**config.mk**
```make
export PLATFORM = sky130hd
export DESIGN_NAME = keylock_unlock
export DESIGN_NICKNAME = d
export VERILOG_FILES = /design/src/rtl/keylock_pkg.sv /design/src/rtl/keylock_seq.sv /design/src/rtl/keylock_ctrl.sv /design/src/rtl/keylock_dp.sv /design/src/rtl/keylock_unlock.sv
export SDC_FILE = /design/constraint.sdc
export NUM_CORES = 1
export LEC_CHECK = 0
export BUFFER_PORTS_ARGS = -buffer_cell sky130_fd_sc_hd__buf_2
export CAP_MARGIN = 20
export CORE_MARGIN = 2
export CORE_UTILIZATION = 40
export CTS_CLUSTER_DIAMETER = 80
export CTS_CLUSTER_SIZE = 12
export DETAILED_ROUTE_END_ITERATION = 10
export PLACE_DENSITY = 0.76
export SLEW_MARGIN = 20
export SYNTH_ARGS = -nofsm -noshare
export SYNTH_HDL_FRONTEND = slang
export SYNTH_HIERARCHICAL = 1
export SYNTH_SLANG_ARGS = --single-unit
```
**constraint.sdc**
```tcl
create_clock -name clk -period 1.9 [get_ports clk]
set_input_delay 0.38 -clock clk [delete_from_list [all_inputs] [get_ports clk]]
set_output_delay 0.38 -clock clk [all_outputs]
set_load 0.1 [all_outputs]
```
**src/rtl/keylock_pkg.sv**
```systemverilog
package keylock_pkg;
  typedef enum logic [1:0] {
    SEQ_IDLE,
    SEQ_HALF,
    SEQ_OPEN,
    SEQ_DEAD
  } seqState_t;

  typedef struct packed {
    logic fieldWr;
    logic launchWr;
  } dpStrobe_t;
endpackage

```
**src/rtl/keylock_seq.sv**
```systemverilog
module keylock_seq #(
  parameter int          DATA_W     = 32,
  parameter logic [31:0] KEY_FIRST  = 32'h0,
  parameter logic [31:0] KEY_SECOND = 32'h0
) (
  input  logic              clk,
  input  logic              rstN,
  input  logic              keyWr,
  input  logic              otherWr,
  input  logic              relock,
  input  logic [DATA_W-1:0] keyData,
  output logic              locked
);
  import keylock_pkg::*;

  localparam logic [DATA_W-1:0] K1 = KEY_FIRST[DATA_W-1:0];
  localparam logic [DATA_W-1:0] K2 = KEY_SECOND[DATA_W-1:0];

  seqState_t state, stateNext;

  always_comb begin
    stateNext = state;
    unique case (state)
      SEQ_IDLE: if (keyWr) stateNext = (keyData == K1) ? SEQ_HALF : SEQ_DEAD;
      SEQ_HALF: begin
        if (keyWr)        stateNext = (keyData == K2) ? SEQ_OPEN : SEQ_DEAD;
        else if (otherWr) stateNext = SEQ_DEAD;
      end
      SEQ_OPEN: begin
        if (keyWr)       stateNext = SEQ_DEAD;
        else if (relock) stateNext = SEQ_IDLE;
      end
      default: stateNext = SEQ_DEAD;
    endcase
  end

  always_ff @(posedge clk) begin
    if (!rstN) state <= SEQ_IDLE;
    else       state <= stateNext;
  end

  assign locked = (state != SEQ_OPEN);
endmodule

```
**src/rtl/keylock_ctrl.sv**
```systemverilog
module keylock_ctrl #(
  parameter int          ADDR_W          = 8,
  parameter int          DATA_W          = 32,
  parameter logic [7:0]  MAIN_KEY_ADDR   = 8'h08,
  parameter logic [7:0]  OPT_KEY_ADDR    = 8'h0C,
  parameter logic [7:0]  CTRL_ADDR       = 8'h14,
  parameter logic [31:0] MAIN_KEY1       = 32'h45670123,
  parameter logic [31:0] MAIN_KEY2       = 32'hCDEF89AB,
  parameter logic [31:0] OPT_KEY1        = 32'h08192A3B,
  parameter logic [31:0] OPT_KEY2        = 32'h4C5D6E7F,
  parameter int          MAIN_RELOCK_BIT = 31,
  parameter int          OPT_RELOCK_BIT  = 30,
  parameter int          LAUNCH_BIT      = 27
) (
  input  logic                     clk,
  input  logic                     rstN,
  input  logic                     wrEn,
  input  logic [ADDR_W-1:0]        wrAddr,
  input  logic [DATA_W-1:0]        wrData,
  output logic                     mainLocked,
  output logic                     optLocked,
  output keylock_pkg::dpStrobe_t   strobe
);
  localparam logic [ADDR_W-1:0] A_MAIN = MAIN_KEY_ADDR[ADDR_W-1:0];
  localparam logic [ADDR_W-1:0] A_OPT  = OPT_KEY_ADDR[ADDR_W-1:0];
  localparam logic [ADDR_W-1:0] A_CTRL = CTRL_ADDR[ADDR_W-1:0];

  logic hitMain, hitOpt, hitCtrl, mainOpen;

  assign hitMain  = wrEn && (wrAddr == A_MAIN);
  assign hitOpt   = wrEn && (wrAddr == A_OPT);
  assign hitCtrl  = wrEn && (wrAddr == A_CTRL);
  assign mainOpen = !mainLocked;

  keylock_seq #(
    .DATA_W(DATA_W), .KEY_FIRST(MAIN_KEY1), .KEY_SECOND(MAIN_KEY2)
  ) u_mainSeq (
    .clk(clk), .rstN(rstN),
    .keyWr(hitMain),
    .otherWr(wrEn && !hitMain),
    .relock(hitCtrl && mainOpen && wrData[MAIN_RELOCK_BIT]),
    .keyData(wrData),
    .locked(mainLocked)
  );

  keylock_seq #(
    .DATA_W(DATA_W), .KEY_FIRST(OPT_KEY1), .KEY_SECOND(OPT_KEY2)
  ) u_optSeq (
    .clk(clk), .rstN(rstN),
    .keyWr(hitOpt && mainOpen),
    .otherWr(wrEn && !hitOpt),
    .relock(hitCtrl && mainOpen && wrData[OPT_RELOCK_BIT]),
    .keyData(wrData),
    .locked(optLocked)
  );

  always_comb begin
    strobe.fieldWr  = hitCtrl && mainOpen;
    strobe.launchWr = hitCtrl && mainOpen && !optLocked && wrData[LAUNCH_BIT];
  end
endmodule

```
**src/rtl/keylock_dp.sv**
```systemverilog
module keylock_dp #(
  parameter int         ADDR_W          = 8,
  parameter int         DATA_W          = 32,
  parameter int         FIELD_W         = 16,
  parameter logic [7:0] CTRL_ADDR       = 8'h14,
  parameter int         MAIN_RELOCK_BIT = 31,
  parameter int         OPT_RELOCK_BIT  = 30
) (
  input  logic                   clk,
  input  logic                   rstN,
  input  keylock_pkg::dpStrobe_t strobe,
  input  logic [FIELD_W-1:0]     fieldIn,
  input  logic [ADDR_W-1:0]      rdAddr,
  input  logic                   mainLocked,
  input  logic                   optLocked,
  output logic [DATA_W-1:0]      rdData,
  output logic [FIELD_W-1:0]     ctrlField,
  output logic                   optLoadStart
);
  localparam logic [ADDR_W-1:0] A_CTRL = CTRL_ADDR[ADDR_W-1:0];

  always_ff @(posedge clk) begin
    if (!rstN) begin
      ctrlField    <= '0;
      optLoadStart <= 1'b0;
    end else begin
      if (strobe.fieldWr) ctrlField <= fieldIn;
      optLoadStart <= strobe.launchWr;
    end
  end

  always_comb begin
    rdData = '0;
    if (rdAddr == A_CTRL) begin
      rdData[MAIN_RELOCK_BIT] = mainLocked;
      rdData[OPT_RELOCK_BIT]  = optLocked;
      rdData[FIELD_W-1:0]     = ctrlField;
    end
  end
endmodule

```
**src/rtl/keylock_unlock.sv**
```systemverilog
module keylock_unlock #(
  parameter int          ADDR_W          = 8,
  parameter int          DATA_W          = 32,
  parameter int          FIELD_W         = 16,
  parameter logic [7:0]  MAIN_KEY_ADDR   = 8'h08,
  parameter logic [7:0]  OPT_KEY_ADDR    = 8'h0C,
  parameter logic [7:0]  CTRL_ADDR       = 8'h14,
  parameter logic [31:0] MAIN_KEY1       = 32'h45670123,
  parameter logic [31:0] MAIN_KEY2       = 32'hCDEF89AB,
  parameter logic [31:0] OPT_KEY1        = 32'h08192A3B,
  parameter logic [31:0] OPT_KEY2        = 32'h4C5D6E7F,
  parameter int          MAIN_RELOCK_BIT = 31,
  parameter int          OPT_RELOCK_BIT  = 30,
  parameter int          LAUNCH_BIT      = 27
) (
  input  logic              clk,
  input  logic              rstN,
  input  logic              wrEn,
  input  logic [ADDR_W-1:0] wrAddr,
  input  logic [DATA_W-1:0] wrData,
  input  logic [ADDR_W-1:0] rdAddr,
  output logic [DATA_W-1:0] rdData,
  output logic              mainLocked,
  output logic              optLocked,
  output logic              optLoadStart
);
  keylock_pkg::dpStrobe_t strobe;
  logic [FIELD_W-1:0]     ctrlField;

  keylock_ctrl #(
    .ADDR_W(ADDR_W), .DATA_W(DATA_W),
    .MAIN_KEY_ADDR(MAIN_KEY_ADDR), .OPT_KEY_ADDR(OPT_KEY_ADDR), .CTRL_ADDR(CTRL_ADDR),
    .MAIN_KEY1(MAIN_KEY1), .MAIN_KEY2(MAIN_KEY2), .OPT_KEY1(OPT_KEY1), .OPT_KEY2(OPT_KEY2),
    .MAIN_RELOCK_BIT(MAIN_RELOCK_BIT), .OPT_RELOCK_BIT(OPT_RELOCK_BIT), .LAUNCH_BIT(LAUNCH_BIT)
  ) u_ctrl (
    .clk(clk), .rstN(rstN), .wrEn(wrEn), .wrAddr(wrAddr), .wrData(wrData),
    .mainLocked(mainLocked), .optLocked(optLocked), .strobe(strobe)
  );

  keylock_dp #(
    .ADDR_W(ADDR_W), .DATA_W(DATA_W), .FIELD_W(FIELD_W), .CTRL_ADDR(CTRL_ADDR),
    .MAIN_RELOCK_BIT(MAIN_RELOCK_BIT), .OPT_RELOCK_BIT(OPT_RELOCK_BIT)
  ) u_dp (
    .clk(clk), .rstN(rstN), .strobe(strobe), .fieldIn(wrData[FIELD_W-1:0]),
    .rdAddr(rdAddr), .mainLocked(mainLocked), .optLocked(optLocked),
    .rdData(rdData), .ctrlField(ctrlField), .optLoadStart(optLoadStart)
  );
endmodule

```
==> impl_metrics.py <==
metrics = {
    "logic_synthesis": {
        "ys_warn_count": 6,
        "synth.top_cell.area_share": 0.264,
        "syn_avg_cell_area_um2": 8.83,
        "ys_ff_latch": 21,
        "syn_inst": 180,
        "yosysSeqAreaShare": 0.264,
        "yosys.cell_types.count": 40,
        "synthesis.area_mm2": 0.00159,
        "synthTopCellsByArea": "dfxtp_1 26%, mux2i_1 10%, buf_4 7.1%",
        "yosys.area.top_type": "dfxtp_1",
    },
    "sta": {
        "fin_crit_sh": 1.07,
        "hold-worst-slack_ns": 0.432,
        "finalCriticalPeriod_ns": 2.03,
        "setup_viol": 18,
        "max_freq_mhz": 492,
        "rsz0062_at_grt": "true",
        "setup_ws_ns": -0.133,
        "slew_violations": 0,
        "clock-skew-final_ns": 0.00196,
        "hold_violations": 0,
    },
    "floorplan": {
        "die_w_um": 67.1,
        "ios": 86,
        "die_area_mm2": 0.00450,
        "core_region_area_mm2": 0.00374,
        "die_h_um": 67.1,
        "initial_utilization": 0.425,
        "rows": 22,
    },
    "cts": {
        "cts.clk_slew.worst_paths_ns": 0.08,
        "cts_buffers": 3,
        "cts_root_buf": "clkbuf_8",
        "cts_tree": "yes",
        "htree_levels": 1,
        "cts_buffer_depth": 2,
        "clock-sinks": 21,
        "clkLatencyLatePin_ns": 0.25,
    },
    "cells_and_area": {
        "regArea_um2": 422,
        "layout_common_cells": "51 x buf_2, 21 x inv_1, 20 x buf_12, 20 x dfxtp_1",
        "nets": 315,
        "areaGrowthSynthToFinish_pct": 61.8,
        "diodes": 0,
        "multi_input_area_mm2": 0.00117,
        "fill_cells": 305,
        "drive_gt1_frac": 0.490,
        "final_common_cell": "buf_2",
    },
    "run_status": {
        "violations": "negative setup slack",
        "status": "finished, violations left",
    },
    "power_and_ir_drop": {
        "power_density_mw_per_mm2": 393,
        "irDropWorstVdd_uv": 261,
        "leakage_nw": 1.11,
    },
    "min_path": {
        "min_path_type": "primary input to register",
    },
    "setup_path": {
        "cp-start-kind": "primary input",
        "worstPathMaxFanout": 10,
        "end_kind": "output pin",
        "cp.required_ns": 1.52,
        "path_class": "primary input to output pin",
        "cp.arrival_ns": 1.65,
    },
    "placement": {
        "routabilityCongestion": 0.877,
        "place_ws_ns": -0.245,
        "hpwl_mm": 3.77,
        "port_buffers": 71,
    },
    "job": {
        "max-cap-violations": 0,
    },
    "drt": {
        "drt_pre_antenna_iters": 4,
        "drt_iter0_drc": 82,
        "vias": 1662,
        "wl_mm": 4.59,
        "routedWlPerCell_um": 14.7,
        "avgViaCountPerCell": 5.34,
        "ant_nets": 0,
        "drc_errors": 0,
    },
    "grt": {
        "grt_pass1_vias": 1597,
        "grt_max_degree": 22,
        "grt-ovfl-total": 0,
        "antenna_found_initial": 0,
        "grtUsageTotal": 0.213,
        "grt_pass1_wl_mm": 7.39,
    },
}
==> cell usage after synthesis <==
master,n
buf_6,1
or4b_1,3
or4_4,3
nand4_1,5
a2111oi_4,2
or4b_4,1
or3b_2,1
or3_1,1
nor3_1,12
o21ai_0,3
nor2_1,1
o21ai_1,1
o31a_1,2
inv_1,21
nand3_1,2
nor4b_2,1
mux2i_1,16
nor4_1,7
nor3_2,9
and2_1,1
nor4_2,1
nand2_1,3
buf_2,3
nor4b_1,1
nor2b_1,18
buf_12,1
dfxtp_1,21
or4_1,1
a31oi_1,2
a21oi_1,2
o22a_2,2
and3_1,1
nor4bb_1,3
nand3b_1,3
nand2b_1,5
conb_1,1
clkbuf_1,1
nand4b_1,2
nor3_4,1
buf_4,15
==> per-stage QoR <==
step	instance area [um^2]	power (mW)	utilization	setup TNS, ns	instances
floorplan	1870	0.654	-	-8.46	193
global placement	2480	0.719	0.662	-3.41	304
detailed placement	2480	0.722	0.662	-3.86	304
CTS	2550	1.01	0.680	-2.04	308
global route	2570	1.04	0.688	-2.57	311
finish	2570	1.01	0.688	-2.00	311
==> final cells by class <==
cell class                      instances  share of cell area
Multi-Input combinational cell        130               0.456
Clock buffer                            3              0.0160
Tap cell                               48              0.0233
Clock inverter                          1             0.00194
Inverter                               21              0.0306
Sequential cell                        21               0.164
Timing Repair Buffer                   87               0.309
==> cells by family (layout without fill, tap and decap cells) <==
group,count (synthesis),after routing,share of synthesized area
AOI/OAI and AO/OA,14,14,0.0850
buffers and inverters,42,112,0.152
DFF,21,21,0.264
muxes,16,16,0.101
other,1,14,0.00236
and+or+nand+nor,86,86,0.396
==> state kept, by name (all words and copies together), names as in the netlist <==
| register | cells |
|---|---|
| u_dp/optLoadStart | 1 |
| u_ctrl/u_optSeq/state | 2 |
| u_ctrl/u_mainSeq/state | 2 |
| u_dp/ctrlField | 16 |
==> worst max-delay path, cell delays in order <==
cell	delay, ns
buf_6	0.09
or4b_4	0.60
buf_12	0.20
nor3_4	0.17
buf_12	0.21
==> worst paths after layout <==
kind | start | end | slack, ns | cells after the start
worst max-delay path | rdAddr[1] | rdData[11] | -0.13 | 5
worst max register to register | u_ctrl/u_mainSeq/state[0] | u_ctrl/u_mainSeq/state[1] | 0.14 | 6
worst min-delay path | wrData[5] | u_dp/ctrlField[5] | 0.43 | 3
worst min register to register | u_dp/ctrlField[1] | u_dp/ctrlField[1] | 0.52 | 2
==> report_power, final <==
group          switching [mW]  total [mW]  internal, mW
clock                   0.146       0.292         0.146
sequential           0.000116       0.440         0.440
combinational           0.205       0.279        0.0739
total                   0.351        1.01         0.659
==> routing by layer <==
layer	vias to the layer above	track usage	part of all wire
met4	0	0.0587	0.021
met5	-	0	0
met2	83	0.374	0.51
met1	783	0.275	0.40
li1	784	-	-
met3	12	0.0203	0.073
==> what timing repair did <==
item	CTS	global route
gates resized for setup	4	2
hold buffers	0	0
cloned	0	0
hold endpoints to repair	0	0
pin swaps	1	3
setup buffers	0	3
setup endpoints to repair	18	27
(Power assumes the default switching activity.)
